<file path="src/rtl/gpio_pkg.sv">
package gpio_pkg;
  // pull-up rule for one pin: input mode, drive bit high, not globally killed
  function automatic logic pin_pullup(input logic dir_b, input logic drv_b,
                                      input logic kill);
    return (~dir_b) & drv_b & (~kill);
  endfunction

  // read mux selection codes
  typedef enum logic [1:0] {
    SEL_PIN  = 2'd0,
    SEL_DIR  = 2'd1,
    SEL_DRV  = 2'd2,
    SEL_NONE = 2'd3
  } rd_sel_e;
endpackage

</file>
<file path="src/rtl/gpio_regs.sv">
module gpio_regs #(
  parameter int WIDTH  = 8,
  parameter int ADDR_W = 2
) (
  input  logic              clk,
  input  logic              rst_n,
  input  logic [ADDR_W-1:0] addr,
  input  logic              we,
  input  logic [WIDTH-1:0]  wdata,
  input  logic [WIDTH-1:0]  pin_val,
  output logic [WIDTH-1:0]  dir_q,
  output logic [WIDTH-1:0]  drv_q,
  output logic [WIDTH-1:0]  rdata
);
  import gpio_pkg::*;

  localparam logic [ADDR_W-1:0] A_PIN = ADDR_W'(0);
  localparam logic [ADDR_W-1:0] A_DIR = ADDR_W'(1);
  localparam logic [ADDR_W-1:0] A_DRV = ADDR_W'(2);

  logic    dir_wr, drv_wr;
  rd_sel_e sel;
  logic [WIDTH-1:0] rd_next;

  assign dir_wr = we && (addr == A_DIR);
  assign drv_wr = we && (addr == A_DRV);

  always_comb begin
    if (addr == A_PIN)      sel = SEL_PIN;
    else if (addr == A_DIR) sel = SEL_DIR;
    else if (addr == A_DRV) sel = SEL_DRV;
    else                    sel = SEL_NONE;
  end

  always_comb begin
    unique case (sel)
      SEL_PIN: rd_next = pin_val;
      SEL_DIR: rd_next = dir_q;
      SEL_DRV: rd_next = drv_q;
      default: rd_next = '0;
    endcase
  end

  always_ff @(posedge clk or negedge rst_n) begin
    if (!rst_n) begin
      dir_q <= '0;
      drv_q <= '0;
      rdata <= '0;
    end else begin
      if (dir_wr) dir_q <= wdata;
      if (drv_wr) drv_q <= wdata;
      rdata <= rd_next;
    end
  end


  dir_load_chk: assert property (@(posedge clk) disable iff (!rst_n)
    (we && addr == A_DIR) |=> (dir_q == $past(wdata)));

  drv_keep_chk: assert property (@(posedge clk) disable iff (!rst_n)
    !(we && addr == A_DRV) |=> $stable(drv_q));

  unmapped_zero_chk: assert property (@(posedge clk) disable iff (!rst_n)
    (addr == ADDR_W'(3)) |=> (rdata == '0));
endmodule

</file>
<file path="src/rtl/gpio_pad_ctrl.sv">
module gpio_pad_ctrl #(
  parameter int WIDTH = 8
) (
  input  logic             clk,
  input  logic             rst_n,
  input  logic [WIDTH-1:0] dir_q,
  input  logic [WIDTH-1:0] drv_q,
  input  logic             pud_all,
  output logic [WIDTH-1:0] oe,
  output logic [WIDTH-1:0] o,
  output logic [WIDTH-1:0] pu
);
  import gpio_pkg::*;

  for (genvar i = 0; i < WIDTH; i++) begin : g_pin
    assign oe[i] = dir_q[i];
    assign o[i]  = drv_q[i];
    assign pu[i] = pin_pullup(dir_q[i], drv_q[i], pud_all);
  end


  pu_kill_chk: assert property (@(posedge clk) disable iff (!rst_n)
    pud_all |-> (pu == '0));

  pu_out_chk: assert property (@(posedge clk) disable iff (!rst_n)
    ((pu & oe) == '0));

  no_dual_flip_chk: assert property (@(posedge clk) disable iff (!rst_n)
    (((oe ^ $past(oe)) & (o ^ $past(o))) == '0));
endmodule

</file>
<file path="src/rtl/gpio_in_sync.sv">
module gpio_in_sync #(
  parameter int WIDTH = 8
) (
  input  logic             clk,
  input  logic             rst_n,
  input  logic [WIDTH-1:0] pad_in,
  output logic [WIDTH-1:0] pin_q
);
  // negative-phase stage: holds the pad level from the falling edge
  // through the low phase, as the transparent-high latch would
  logic [WIDTH-1:0] neg_q;

  always_ff @(negedge clk) neg_q <= pad_in;

  always_ff @(posedge clk or negedge rst_n) begin
    if (!rst_n) pin_q <= '0;
    else        pin_q <= neg_q;
  end
endmodule

</file>
<file path="src/rtl/gpio_port.sv">
module gpio_port #(
  parameter int WIDTH  = 8,
  parameter int ADDR_W = 2
) (
  input  logic              clk,
  input  logic              rst_n,
  input  logic [ADDR_W-1:0] bus_addr,
  input  logic              bus_we,
  input  logic [WIDTH-1:0]  bus_wdata,
  output logic [WIDTH-1:0]  bus_rdata,
  input  logic              pud_all,
  input  logic [WIDTH-1:0]  pad_in,
  output logic [WIDTH-1:0]  pad_oe,
  output logic [WIDTH-1:0]  pad_out,
  output logic [WIDTH-1:0]  pad_pu
);
  logic [WIDTH-1:0] dir_q, drv_q, pin_sync;

  gpio_in_sync #(.WIDTH(WIDTH)) u_sync (
    .clk(clk), .rst_n(rst_n), .pad_in(pad_in), .pin_q(pin_sync)
  );

  gpio_regs #(.WIDTH(WIDTH), .ADDR_W(ADDR_W)) u_regs (
    .clk(clk), .rst_n(rst_n), .addr(bus_addr), .we(bus_we),
    .wdata(bus_wdata), .pin_val(pin_sync), .dir_q(dir_q), .drv_q(drv_q),
    .rdata(bus_rdata)
  );

  gpio_pad_ctrl #(.WIDTH(WIDTH)) u_pad (
    .clk(clk), .rst_n(rst_n), .dir_q(dir_q), .drv_q(drv_q),
    .pud_all(pud_all), .oe(pad_oe), .o(pad_out), .pu(pad_pu)
  );


  pin_read_chk: assert property (@(posedge clk) disable iff (!rst_n)
    (bus_addr == ADDR_W'(0)) |=> (bus_rdata == $past(pin_sync)));
endmodule

</file>
<file path="config.mk">
export PLATFORM = sky130hd
export DESIGN_NAME = gpio_port
export DESIGN_NICKNAME = d
export VERILOG_FILES = /design/src/rtl/gpio_pkg.sv /design/src/rtl/gpio_regs.sv /design/src/rtl/gpio_pad_ctrl.sv /design/src/rtl/gpio_in_sync.sv /design/src/rtl/gpio_port.sv
export SDC_FILE = /design/constraint.sdc
export NUM_CORES = 1
export LEC_CHECK = 0
export BUFFER_PORTS_ARGS = -buffer_cell sky130_fd_sc_hd__buf_4
export CAP_MARGIN = 0
export CORE_MARGIN = 4
export CORE_UTILIZATION = 47
export DETAILED_ROUTE_END_ITERATION = 10
export HOLD_SLACK_MARGIN = 0.15
export PLACE_DENSITY = 0.79
export SKIP_CTS_REPAIR_TIMING = 1
export SLEW_MARGIN = 15
export SYNTH_ARGS = -nofsm -noshare
export SYNTH_HDL_FRONTEND = slang
export SYNTH_SLANG_ARGS = --single-unit
</file>
<file path="constraint.sdc">
create_clock -name clk -period 0.8 [get_ports clk]
set_input_delay 0.08 -clock clk [delete_from_list [all_inputs] [get_ports clk]]
set_output_delay 0.08 -clock clk [all_outputs]
set_load 0.02 [all_outputs]
</file>
### Yosys cells after proc, flatten, opt, wreduce, memory -nomap -nowiden

Index checks and enable logic that the tools add are counted.

* logic and storage cells: 42
* flip-flop bits (word level): 40
* output and inout bits: 32
* input port bits: 22

* equality and inequality tests: 4
* multiplexer cells: 4
* reduce and logical (&&, ||, !) cells: 4
* bitwise logic cells: 25

Operator list (count)
* case mux 8 bit (3 select lines): 1
* AND 1 bit: 16
* NOT 1 bit: 9
* equality test 2 x 1 -> 1 bit (second input constant): 2
* equality test 2 bit (second input constant): 2
* logical NOT 2 bit: 2
* two-way mux 2 bit: 2
* logical AND 1 bit: 2
* two-way mux 1 bit: 1

### Logic depth before layout (Yosys ltp)

Gate-level depths: netlist of the first run.

* depth after elaboration: 6
* gate-level depth with buffers: 4
* gate-level depth less buffers: 2

### By module

A second synthesis of the first run with hierarchy kept.

* cell total of the unflattened synthesis: 104
* area total of the unflattened synthesis: 1596.5 sq um

By module, submodules not included
* gpio_regs: cells an instance 62, instances 1, seq. area each 600.6 sq um, area an instance 1001.0 sq um
* gpio_in_sync: cells an instance 17, instances 1, seq. area each 360.3 sq um, area an instance 364.1 sq um
* gpio_pad_ctrl: cells an instance 25, instances 1, seq. area each 0.0 sq um, area an instance 231.5 sq um

==> metrics, run 1 <==
status=finished, violations left; failing checks=negative setup slack; Post-Layout Cell Count=215; Clock Skew=55.85 ps; layout cells sized above 1=67.93%; Tightest Pin Transition=393.5 ps; multi-input logic area=586.8 sq um; TritonCTS buffer count=5; largest net degree at the start of global routing=33; met2 Track Usage GR=27.54%; Via density=5.144; worst vdd rail ir drop=1830 uV; Reg clk slew, reported paths=130 ps; reg-to-reg slack, setup=-230 ps; Syn. warnings=0; CTS max path bufs=2; critical path class=flop to output port; total power=6.094 mW; Placeable Area=2829 sq um; Port Buffers=53; total length of routed wires=3921 um; Min-Delay Path Class=input pin to flop; cell area after synthesis=1429 sq um; Worst-Skew Late Latency=410 ps; Initial Util=50.51%; crit path capture type=output port; antenna violations before repair=0; DR vias=1,106; FF+latch area=980.9 sq um; # DRC=0; most frequent cells in the layout=42 x buf_6, 34 x buf_4, 16 x mux2_4, 16 x dfrtp_2, 16 x dfrtp_1; drt pass-1 iters=4; Critical-path top delay cell=dfrtp_2; CP Data Required Time=720 ps; # clock sinks=40; Max Fclk=0.8053 GHz; Post-Syn Nets=110; crit-path cells=nor3b_4 > buf_6; Die Ht=63.14 um; Final Critical Period=1242 ps; Max-Cap Viols=0; GRT overflow=0; vias in the first global route=1,074; Synth-to-Final Area Change=78.20%; Avg WL per Cell=18.24 um; Final Worst Setup Slack=-441.8 ps; Largest stage delay, worst path=460 ps; Worst Path Arrival=1160 ps; Post-Syn Instances=88; register area share after synthesis=67.25%; die area=3986 sq um; worst hold path depth=3; total track usage=17.68%; Rows=19; Final #Nets=205; placer congestion estimate=0.7359; Leakage=1.272 nW; met3 Resource Use GR=5.684%; first-pass GRT wire length=5319 um; Synth Area per Inst=16.24 sq um; post-route ant nets=0; #FFs+latches synth=40; commonest non-fill, non-tap cell in the layout=buf_6; Starting DRT DRC Count=39; TritonCTS clock tree=yes; type of origin of the critical path=flop; period utilisation layout=155.2%; max_slew headroom=73.77%; htree depth=2; detailed placer's ending HPWL=2346 um; worst hold slack=85.43 ps; Placed Area=2053 sq um; cell area after layout=2546 sq um; synth unique cells=13; met1 GRT Util=21.03%; critical-path maximum fanout=3; RSZ-0062 raised after global routing=yes; R2R depth=3; fill cell count=109; Final Max Slew Viols=0; Hold Vio Cnt, Final=0; I/O pins=54; Setup violations, final=63; Die W=63.14 um; Root Driver=clkbuf_4; placed insts=174; pwr dens=2393 nW/um^2; n_diodes=0; grt peak-use layer=met2; final core utilization=90.00%
==> layout make-up <==
| type | count | share of cell area [%] |
|---|---|---|
| clock buffers | 8 | 3.587 |
| well taps | 31 | 1.523 |
| repair buffers | 85 | 32.14 |
| clock inverters | 8 | 1.179 |
| multi-input cells | 43 | 23.05 |
| flip-flops and latches | 40 | 38.53 |
==> power by group <==
part / internal [mW] / switching, mW
registers: 2.30 / 0.277
clock network: 0.777 / 0.759
logic: 1.21 / 0.769
total: 4.29 / 1.81
==> path summary, 6_finish.rpt <==
kind                                  from              end
setup / recovery           u_regs.dir_q[2]        pad_pu[2]
hold / removal                 bus_addr[1]  u_regs.rdata[5]
setup reg to reg           u_regs.drv_q[2]  u_regs.drv_q[2]
hold reg to reg            u_regs.drv_q[3]  u_regs.rdata[3]
max in group asynchronous            rst_n  u_regs.dir_q[6]
min in group asynchronous            rst_n  u_regs.drv_q[0]
==> layer usage <==
layer,wire (um),part of all wire (%),vias up
met4,72,1.8,0
met1,1560,40,547
met3,235,6.0,10
met2,2051,52,48
met5,0,0,-
li1,-,-,501
==> critical path, delay by kind of cell (launching register included) <==
family	cells	cell delay [ps]
flops	1	460
simple gates	1	200
buf+inv	1	140
==> state kept, by name, indices dropped and copies added, names as in the netlist <==
register / cells
u_regs.dir_q: 8
u_regs.drv_q: 8
u_regs.rdata: 8
u_sync.neg_q: 8
u_sync.pin_q: 8
==> metrics by stage <==
stage               TNS [ps]  worst slack, ps
finish                -11160           -441.8
global route          -13490           -521.3
CTS                    -9649           -458.7
detailed placement     -3508           -167.1
global placement       -3123           -162.5
floorplan             -786.2           -45.40
==> cells in the mapped netlist, drive strengths merged <==
| library cell | instances | area share, % |
|---|---|---|
| mux2 | 16 | 13 |
| dfrtp | 32 | 56 |
| o2bb2ai | 8 | 4.9 |
| nor3b | 8 | 4.2 |
| dfxtp | 8 | 11 |
| inv | 1 | 0.26 |
| nor2b | 1 | 0.44 |
| clkbuf | 1 | 0.26 |
| buf | 3 | 1.7 |
| nand3b | 2 | 2.8 |
| mux2i | 8 | 5.6 |
==> cell families after synthesis <==
kind of cell	Yosys count	share of synthesized area, %
multiplexers	24	18.21
buffers and inverters	5	2.188
AND/OR/NAND/NOR	11	7.444
flip-flops	40	67.25
AO/OA/AOI/OAI	8	4.904
No activity file was read; power rests on OpenSTA's default activity.
==> inputs of run 2 (changes only) <==
Settings changed: CORE_UTILIZATION 47 to 49, PLACE_DENSITY 0.79 to 0.8, SYNTH_HIERARCHICAL set to 1.
==> metrics, run 2 <==
register area share after synthesis=60.19% (-7.1 points); Tightest Pin Transition=396.8 ps (+3.298 ps); cell taking the most area after synthesis=dfrtp_1; crit path capture type=output port; synth unique cells=12 (-1); TritonCTS clock tree=yes; final core utilization=79.72% (-10 points); cell area after synthesis=1597 sq um (+12%); Max Fclk=0.8196 GHz (+1.8%); Clock Skew=57.08 ps (+1.226 ps); DR vias=1,083 (-2.1%); critical path class=flop to output port; pwr dens=2259 nW/um^2 (-5.6%); antenna violations before repair=0 (unchanged); CTS max path bufs=2 (unchanged); Rows=20 (+1); Leakage=1.208 nW (-5.0%); Starting DRT DRC Count=40 (+2.6%); htree depth=2 (unchanged); failing checks=negative setup slack; GRT overflow=0 (unchanged); top_reg_cell synth=dfrtp_1; Synth-to-Final Area Change=53.68%; I/O pins=54 (unchanged); Initial Util=51.87% (+1.4 points); setup_tns=-10,250 ps (+912.4 ps); Synth Area per Inst=15.35 sq um (-5.5%); most common cell in the netlist=dfrtp_1; worst vdd rail ir drop=1300 uV (-29%); CP Data Required Time=720 ps (about the same); Setup violations, final=62 (-1.6%); Post-Syn Nets=126 (+15%); Root Driver=clkbuf_4; # clock sinks=40 (unchanged); Syn. warnings=6 (+6); Post-Layout Cell Count=225 (+4.7%); total track usage=16.65% (-1.0 points); most frequent cells in the layout=36 x buf_4, 36 x buf_6, 24 x dfrtp_1, 10 x dlygate4sd3_1, 9 x mux2_4; post-route ant nets=0 (unchanged); reg-to-reg slack, setup=-150 ps (+80 ps); Reg clk slew, reported paths=100 ps (-30 ps); max_slew headroom=73.55% (-0.22 points); Area contributors post-synth=dfrtp_1 50%, mux2_2 11%, dfxtp_1 10%; Max-Cap Viols=0 (unchanged); detailed placer's ending HPWL=2433 um (+3.7%); Min-Delay Path Class=input pin to flop; Avg WL per Cell=16.49 um (-9.6%); # DRC=0 (unchanged); TritonCTS buffer count=5 (unchanged); drt pass-1 iters=4 (unchanged); placer congestion estimate=0.6988 (-5.0%); type of origin of the critical path=flop; Post-synth top cells=32 x dfrtp_1, 17 x buf_4, 16 x mux2_2; status=finished, violations left; Placeable Area=3078 sq um (+8.8%); die area=4235 sq um (+6.3%); Final Max Slew Viols=0 (unchanged); vias in the first global route=1,030 (-4.1%); Die W=65.08 um (+3.1%); Final Critical Period=1220 ps (-21.69 ps); period utilisation layout=152.5% (-2.7 points); worst hold slack=193.6 ps (+108.2 ps); Worst-Skew Late Latency=390 ps (-20 ps); Port Buffers=53 (unchanged); pre-CTS WS=-123.7 ps (+43.34 ps); Final #Nets=202 (-1.5%); #FFs+latches synth=40 (unchanged); Final Worst Setup Slack=-420.1 ps (+21.69 ps); async set or reset register ratio after synthesis=80.00% (unchanged); layout cells sized above 1=62.98% (-5.0 points); EDFF count, synth=0 (unchanged); Hold Vio Cnt, Final=0 (unchanged); total length of routed wires=3711 um (-5.4%); first-pass GRT wire length=5119 um (-3.8%); Worst Path Arrival=1140 ps (-20 ps); Post-Syn Instances=104 (+18%); Die Ht=65.08 um (+3.1%); RSZ-0062 raised after global routing=yes; critical-path maximum fanout=3 (unchanged); Via density=4.813 (-6.4%); share of Yosys cell area claimed by the top area cell type=50.16% (-5.9 points); n_diodes=0 (unchanged); largest net degree at the start of global routing=33 (unchanged); placed insts=189 (+8.6%)
==> run 2: cell count changes after synthesis <==
cell / delta
nor3b_1: -8
nor3b_2: +8
buf_6: +1
clkbuf_1: -1
buf_4: +16
==> run 2: area by class of cell <==
class | count | area [sq um]
Clock inverter | 10 | 40.04
Clock buffer | 6 | 51.30
Tap cell | 44 | 55.05
Multi-Input combinational cell | 43 | 560.5
Timing Repair Buffer | 82 | 775.7
Fill cell | 188 | 624.3
Sequential cell | 40 | 970.9
==> run 2: worst max-delay path, cell delays in order, from the launching register on <==
cell and delay, ps:
dfrtp_2 450, nor3b_4 220, buf_6 140
==> run 2: cells by family (layout without fill, tap and decap cells) <==
family | Yosys count | after routing | synth area share (%)
muxes | 24 | 24 | 16.30
AOI/OAI and AO/OA | 8 | 8 | 4.389
buffers and inverters | 21 | 98 | 9.952
and+or+nand+nor | 11 | 11 | 9.170
DFF | 40 | 40 | 60.19
==> run 2: power by group <==
| part | internal [mW] | total (mW) | switching [mW] |
|---|---|---|---|
| Combinational | 1.09 | 1.83 | 0.737 |
| Clock | 0.467 | 1.17 | 0.705 |
| Sequential | 2.28 | 2.54 | 0.257 |
==> run 2: final timing paths <==
kind / cells past startpoint / start / to
max in group asynchronous: 2 / rst_n / u_regs/dir_q[0]
max reg2reg: 2 / u_regs/drv_q[1] / u_regs/drv_q[1]
min in group asynchronous: 2 / rst_n / u_regs/dir_q[4]
min: 1 / pad_in[4] / u_sync/neg_q[4]
max: 2 / u_regs/dir_q[6] / pad_pu[6]
min reg2reg: 2 / u_sync/pin_q[2] / u_regs/rdata[2]
==> run 2: metrics by stage <==
stage,cell area [sq um],power (mW)
2_1_floorplan,1647,3.510
3_3_place_gp,2004,3.913
3_5_place_dp,2004,3.965
4_1_cts,2092,5.067
5_1_grt,2454,5.863
6_report,2454,5.543
==> run 2: metal layers <==
metal | GRT usage (%) | wire [um] | vias up
met5 | 0 | 0 | -
met4 | 3.109 | 19 | 0
met3 | 5.719 | 244 | 4
met2 | 30.65 | 2030 | 44
met1 | 18.64 | 1417 | 540
li1 | - | - | 495
